`src/rtl/rrw_pkg.sv`:
```
package rrw_pkg;
  localparam int RESP_W  = 32;
  localparam int CODEC_W = 4;
  localparam int ENTRY_W = 64;

  typedef struct packed {
    logic [ENTRY_W-RESP_W-CODEC_W-2:0] zero;
    logic                              unsol;
    logic [CODEC_W-1:0]                codec;
    logic [RESP_W-1:0]                 resp;
  } entry_t;

  function automatic entry_t make_entry(input logic [RESP_W-1:0] r,
                                        input logic [CODEC_W-1:0] c,
                                        input logic u);
    entry_t e;
    e.zero  = '0;
    e.unsol = u;
    e.codec = c;
    e.resp  = r;
    return e;
  endfunction
endpackage

```
`src/rtl/rrw_ctrl.sv`:
```
module rrw_ctrl #(
  parameter int PTR_W = 8,
  localparam int CNT_W = PTR_W + 1
) (
  input  logic             clk,
  input  logic             rst_n,
  input  logic             ctl_wr,
  input  logic             ctl_dma_en,
  input  logic             ctl_irq_en,
  input  logic             thr_wr,
  input  logic [PTR_W-1:0] thr_val,
  input  logic             sts_clr_wr,
  input  logic             sts_clr,
  input  logic             hit,
  input  logic             busy,
  output logic             dma_en,
  output logic             irq_en,
  output logic [CNT_W-1:0] thr,
  output logic             sts,
  output logic             dma_en_rd,
  output logic             irq
);
  localparam logic [CNT_W-1:0] FULL_RING = CNT_W'(1) << PTR_W;

  always_ff @(posedge clk or negedge rst_n) begin
    if (!rst_n) begin
      dma_en <= 1'b0;
      irq_en <= 1'b0;
      thr    <= CNT_W'(1);
      sts    <= 1'b0;
    end else begin
      if (ctl_wr) begin
        dma_en <= ctl_dma_en;
        irq_en <= ctl_irq_en;
      end
      if (thr_wr)
        thr <= (thr_val == '0) ? FULL_RING : CNT_W'(thr_val);
      if (hit)
        sts <= 1'b1;
      else if (sts_clr_wr && sts_clr)
        sts <= 1'b0;
    end
  end

  assign dma_en_rd = dma_en | busy;
  assign irq       = sts & irq_en;
endmodule

```
`src/rtl/rrw_ptr.sv`:
```
module rrw_ptr #(
  parameter int PTR_W = 8,
  localparam int CNT_W = PTR_W + 1
) (
  input  logic             clk,
  input  logic             rst_n,
  input  logic             wp_rst,
  input  logic             commit,
  input  logic [PTR_W-1:0] commit_slot,
  input  logic [CNT_W-1:0] thr,
  output logic [PTR_W-1:0] wp,
  output logic [PTR_W-1:0] next_slot,
  output logic             hit
);
  logic [CNT_W-1:0] cnt;
  logic [CNT_W-1:0] cnt_inc;
  logic             reach;

  assign cnt_inc   = cnt + CNT_W'(1);
  assign reach     = (cnt_inc >= thr);
  assign next_slot = wp + PTR_W'(1);
  assign hit       = commit & ~wp_rst & reach;

  always_ff @(posedge clk or negedge rst_n) begin
    if (!rst_n) begin
      wp  <= '0;
      cnt <= '0;
    end else if (wp_rst) begin
      wp  <= '0;
      cnt <= '0;
    end else if (commit) begin
      wp  <= commit_slot;
      cnt <= reach ? '0 : cnt_inc;
    end
  end
endmodule

```
`src/rtl/rrw_entry.sv`:
```
module rrw_entry
  import rrw_pkg::*;
#(
  parameter int PTR_W  = 8,
  parameter int ADDR_W = 32
) (
  input  logic               clk,
  input  logic               rst_n,
  input  logic               dma_en,
  input  logic               s_valid,
  output logic               s_ready,
  input  logic [RESP_W-1:0]  s_data,
  input  logic [CODEC_W-1:0] s_codec,
  input  logic               s_unsol,
  input  logic [PTR_W-1:0]   next_slot,
  input  logic [ADDR_W-1:0]  base,
  output logic               m_valid,
  input  logic               m_ready,
  output logic [ADDR_W-1:0]  m_addr,
  output logic [ENTRY_W-1:0] m_data,
  output logic               commit,
  output logic [PTR_W-1:0]   commit_slot,
  output logic               busy
);
  localparam int ENTRY_SHIFT = $clog2(ENTRY_W / 8);

  entry_t           held;
  logic [PTR_W-1:0] slot;

  assign s_ready = dma_en & ~busy;
  assign m_valid = busy;
  assign commit  = busy & m_ready;
  assign commit_slot = slot;
  assign m_data  = held;
  assign m_addr  = base + (ADDR_W'(slot) << ENTRY_SHIFT);

  always_ff @(posedge clk or negedge rst_n) begin
    if (!rst_n) begin
      busy <= 1'b0;
      slot <= '0;
      held <= '0;
    end else if (s_valid && s_ready) begin
      busy <= 1'b1;
      slot <= next_slot;
      held <= make_entry(s_data, s_codec, s_unsol);
    end else if (commit) begin
      busy <= 1'b0;
    end
  end
endmodule

```
`src/rtl/resp_ring_writer.sv`:
```
module resp_ring_writer
  import rrw_pkg::*;
#(
  parameter int PTR_W  = 8,
  parameter int ADDR_W = 32
) (
  input  logic               clk,
  input  logic               rst_n,
  input  logic [ADDR_W-1:0]  ring_base,
  input  logic               ctl_wr,
  input  logic               ctl_dma_en,
  input  logic               ctl_irq_en,
  input  logic               thr_wr,
  input  logic [PTR_W-1:0]   thr_val,
  input  logic               sts_clr_wr,
  input  logic               sts_clr,
  input  logic               wp_rst,
  input  logic               rsp_valid,
  output logic               rsp_ready,
  input  logic [RESP_W-1:0]  rsp_data,
  input  logic [CODEC_W-1:0] rsp_codec,
  input  logic               rsp_unsol,
  output logic               mem_wr_valid,
  input  logic               mem_wr_ready,
  output logic [ADDR_W-1:0]  mem_wr_addr,
  output logic [ENTRY_W-1:0] mem_wr_data,
  output logic [PTR_W-1:0]   wr_ptr,
  output logic               dma_en_rd,
  output logic               irq_en,
  output logic               resp_int_sts,
  output logic               irq
);
  localparam int CNT_W = PTR_W + 1;

  logic             dma_en;
  logic             busy;
  logic             commit;
  logic             hit;
  logic [CNT_W-1:0] thr;
  logic [PTR_W-1:0] next_slot;
  logic [PTR_W-1:0] commit_slot;

  rrw_ctrl #(.PTR_W(PTR_W)) u_ctrl (
    .clk(clk), .rst_n(rst_n),
    .ctl_wr(ctl_wr), .ctl_dma_en(ctl_dma_en), .ctl_irq_en(ctl_irq_en),
    .thr_wr(thr_wr), .thr_val(thr_val),
    .sts_clr_wr(sts_clr_wr), .sts_clr(sts_clr),
    .hit(hit), .busy(busy),
    .dma_en(dma_en), .irq_en(irq_en), .thr(thr), .sts(resp_int_sts),
    .dma_en_rd(dma_en_rd), .irq(irq)
  );

  rrw_ptr #(.PTR_W(PTR_W)) u_ptr (
    .clk(clk), .rst_n(rst_n), .wp_rst(wp_rst),
    .commit(commit), .commit_slot(commit_slot), .thr(thr),
    .wp(wr_ptr), .next_slot(next_slot), .hit(hit)
  );

  rrw_entry #(.PTR_W(PTR_W), .ADDR_W(ADDR_W)) u_entry (
    .clk(clk), .rst_n(rst_n), .dma_en(dma_en),
    .s_valid(rsp_valid), .s_ready(rsp_ready),
    .s_data(rsp_data), .s_codec(rsp_codec), .s_unsol(rsp_unsol),
    .next_slot(next_slot), .base(ring_base),
    .m_valid(mem_wr_valid), .m_ready(mem_wr_ready),
    .m_addr(mem_wr_addr), .m_data(mem_wr_data),
    .commit(commit), .commit_slot(commit_slot), .busy(busy)
  );
endmodule

```
`config.mk`:
```
export PLATFORM = sky130hd
export DESIGN_NAME = resp_ring_writer
export DESIGN_NICKNAME = d
export VERILOG_FILES = /design/src/rtl/rrw_pkg.sv /design/src/rtl/rrw_ctrl.sv /design/src/rtl/rrw_ptr.sv /design/src/rtl/rrw_entry.sv /design/src/rtl/resp_ring_writer.sv
export SDC_FILE = /design/constraint.sdc
export NUM_CORES = 1
export LEC_CHECK = 0
export CORE_AREA = 3 3 111 113
export DETAILED_ROUTE_END_ITERATION = 10
export DIE_AREA = 0 0 114 116
export PLACE_DENSITY_LB_ADDON = 0.1
export SLEW_MARGIN = 20
export SYNTH_ARGS = -nofsm -noshare
export SYNTH_HDL_FRONTEND = slang
export SYNTH_HIERARCHICAL = 1
export SYNTH_SLANG_ARGS = --single-unit
```
`constraint.sdc`:
```
create_clock -name clk -period 2.6 [get_ports clk]
set_input_delay 0.52 -clock clk [delete_from_list [all_inputs] [get_ports clk]]
set_output_delay 0.52 -clock clk [all_outputs]
set_load 0.1 [all_outputs]
```
==> results of run 1 <==
-- routing by layer --
layer,vias to the layer above,global-route usage (%),part of all wire [%]
met2,148,33.4,49
met3,23,5.01,6.8
met5,-,0,0
met4,0,4.83,1.5
li1,1842,-,-
met1,1861,22.8,42
-- metrics by stage --
stage / cell area, µm² / power, mW / setup WS (ps) / std cells / utilization [%]
finish: 8080 / 5.89 / -394 / 795 / 70.7
global route: 8080 / 6.10 / -475 / 795 / 70.7
CTS: 7890 / 5.93 / -447 / 786 / 69.1
detailed placement: 7390 / 4.54 / -868 / 762 / 64.8
global placement: 7390 / 4.51 / -816 / 762 / 64.8
floorplan: 5220 / 3.76 / -228 / 434 / -
-- cells in the final DEF (no fill, tap or decap), drive strengths merged, types with 9 or more instances in the layout --
cell | netlist | layout
nand2 | 16 | 16
a21oi | 10 | 10
clkdlybuf4s50 | 0 | 63
ha | 19 | 19
mux2 | 56 | 56
xnor2 | 28 | 28
buf | 43 | 160
dfrtp | 74 | 74
xor2 | 11 | 11
clkbuf | 0 | 10
nand2b | 10 | 10
dlymetal6s2s | 0 | 10
conb | 1 | 27
inv | 19 | 19
mux2i | 9 | 9
nand3 | 16 | 16
nor2 | 24 | 24
-- sequential cells by signal (all words and copies together), names as in the netlist --
signal	flops
u_ctrl/thr	9
u_entry/busy	1
u_ptr/cnt	9
u_ctrl/sts	1
u_entry/m_data	37
u_ptr/wp	8
u_ctrl/dma_en	1
u_ctrl/irq_en	1
u_entry/commit_slot	8
-- timing repair --
| action | 4_1_cts | 5_1_grt |
|---|---|---|
| pin swaps | 35 | 21 |
| setup buffers | 6 | 8 |
| gates cloned | 2 | 1 |
| gates resized for setup | 35 | 28 |
| setup endpoints to repair | 26 | 32 |
-- Yosys cell counts (10+ instances only) --
library cell   n  share of area, %
ha_1          19               5.3
inv_1         19               1.6
xor2_1        11               2.2
buf_4         32               5.4
dfrtp_1       74                41
a21oi_1       10               1.1
nand2_1       16               1.3
nand3_1       15               1.7
nor2_1        23               1.9
mux2_2        56                14
xnor2_1       28               5.5
nand2b_1      10               1.4
-- worst paths after layout --
| path | cells after the start | slack [ps] | endpoint | start |
|---|---|---|---|---|
| setup / recovery | 9 | -390 | mem_wr_addr[24] | u_entry/commit_slot[7] |
| hold / removal | 1 | 180 | u_entry/m_data[19] | rst_n |
| setup reg to reg | 11 | 110 | u_ctrl/sts | u_ptr/cnt[1] |
| hold reg to reg | 1 | 500 | u_entry/m_data[4] | u_entry/m_data[4] |
| max in group asynchronous | 2 | 1780 | u_ptr/wp[6] | rst_n |
| min in group clk | 1 | 500 | u_entry/m_data[4] | u_entry/m_data[4] |
-- area by class of cell --
type / count / area, µm²
Clock inverter: 6 / 88.8
Tap cell: 143 / 179
Fill cell: 831 / 3340
Inverter: 19 / 71.3
Multi-Input combinational cell: 299 / 3140
Timing Repair Buffer: 243 / 2480
Sequential cell: 75 / 1880
Clock buffer: 10 / 239
-- cell families after synthesis --
group | Yosys count | synth area share (%)
other cells | 1 | 0.0840
xor+xnor | 39 | 7.65
fa+ha+maj | 20 | 5.78
compound gates | 40 | 6.31
simple gates | 106 | 13.6
mux | 65 | 16.1
buf+inv | 62 | 8.33
flops | 75 | 42.1
-- critical path: stages, from the launching register on --
cell and delay, ps:
dfrtp_1 420, ha_4 280, buf_4 110, and4_1 200, o21ai_2 70, o22a_4 280
buf_12 150, nor3_4 250, xor2_4 190, buf_12 190
-- report_power, final --
group / internal, mW / switching, mW / total, mW
Clock: 0.865 / 0.480 / 1.35
Sequential: 1.37 / 0.108 / 1.47
Combinational: 0.837 / 2.23 / 3.07
Total: 3.07 / 2.82 / 5.89
==> flow_summary_export.csv, run 1 <==
group,metric,value,unit
run_status,status,"complete, but fails checks",
run_status,violations,"negative setup slack",
floorplan,die_x,114,µm
detailed_routing,antenna_left,0,
global_routing,overflow,0,
flow_run,cap_violations,0,
timing,fin_crit_sh,115,%
yosys,netlist_area,4460,µm²
clock_network,cts.sinks,75,
yosys,ys_types,52,
clock_network,cts_max_path_buffers,2,
finish,area_growth,80.9,%
power_and_ir_drop,p_per_area,729,nW/µm²
setup_path,critPathLaunchType,"flop",
finish,diodes,0,
yosys,syn_inst,408,
setup_path,path_max_fanout,5,
global_routing,grt_pass1_wl,19.8,mm
clock_network,postCtsHoldBufs,0,
yosys,yosys_warnings,6,
timing,timing.final.hold_violations,0,
timing,fin_ws,-394,ps
global_routing,antenna_found_initial,0,
global_routing,grt_pass1_vias,4115,
yosys,yosysSeqAreaShare,42.1,%
finish,drive_above_1_share,49.4,%
global_routing,grt_use_total,18.8,%
setup_path,critical_path_class,"flop to output pin",
clock_network,cts-root-buf,"clkbuf_16",
timing,finalClockSkew,7.82,ps
placement,dp_hpwl,9.71,mm
clock_network,cts_made_buffers,9,
clock_network,cts_max_level,3,
clock_network,clkLatencyLatePin,330,ps
timing,setup_viol,23,
timing,min_period,2990,ps
detailed_routing,drt-total-wl,12.7,mm
detailed_routing,dr.pass1.iters,4,
yosys,avgSynthCellArea,10.9,µm²
floorplan,initial_utilization,39.1,%
detailed_routing,drt-wirelength-per-cell,15.9,µm
floorplan,dieArea,13200,µm²
timing,worstMarginPinSlew,548,ps
finish,nets,755,
setup_path,cp.required,2080,ps
placement,globalplace.congestion,0.851,
yosys,synth_edf_count,0,
min_path,hold_path.class,"input port to asynchronous set/reset pin",
yosys,ys_seq_elements,75,
detailed_routing,drtIter0Drc,143,
timing,rsz0062_at_grt,"yes",
clock_network,clkTransAtPathRegs,60,ps
placement,port_buffers,164,
timing,slew-limit-headroom,63.4,%
global_routing,grt_max_degree,46,
setup_path,cp-end-kind,"output pin",
power_and_ir_drop,irDropWorstVdd,1.05,mV
detailed_routing,remaining_drc_errors,0,
detailed_routing,vias_per_cell,4.87,
yosys,synth_ff_type,"dfrtp_1",
timing,tns,-7100,ps
setup_path,arrival,2470,ps
detailed_routing,vias,3874,
power_and_ir_drop,leakage,3.69,nW
floorplan,row_count,39,
timing,drv_slew,0,
timing,hold_ws,177,ps
floorplan,fp.dieH,116,µm
floorplan,core,11400,µm²
floorplan,pin_count,198,
clock_network,cts_tree,"yes",
timing,fmax,0.334,GHz
yosys,async_flop_share,100,%
No activity file was read; power rests on OpenSTA's default activity.
==> inputs of run 2 (changes only) <==
--- a/config.mk
+++ b/config.mk
@@ -5,6 +5,7 @@
 export SDC_FILE = /design/constraint.sdc
 export NUM_CORES = 1
 export LEC_CHECK = 0
+export CAP_MARGIN = 20
 export CORE_AREA = 3 3 111 113
 export DETAILED_ROUTE_END_ITERATION = 10
 export DIE_AREA = 0 0 114 116
==> results of run 2 <==
Final layout, timing and power as in run 1 (identical DEF).
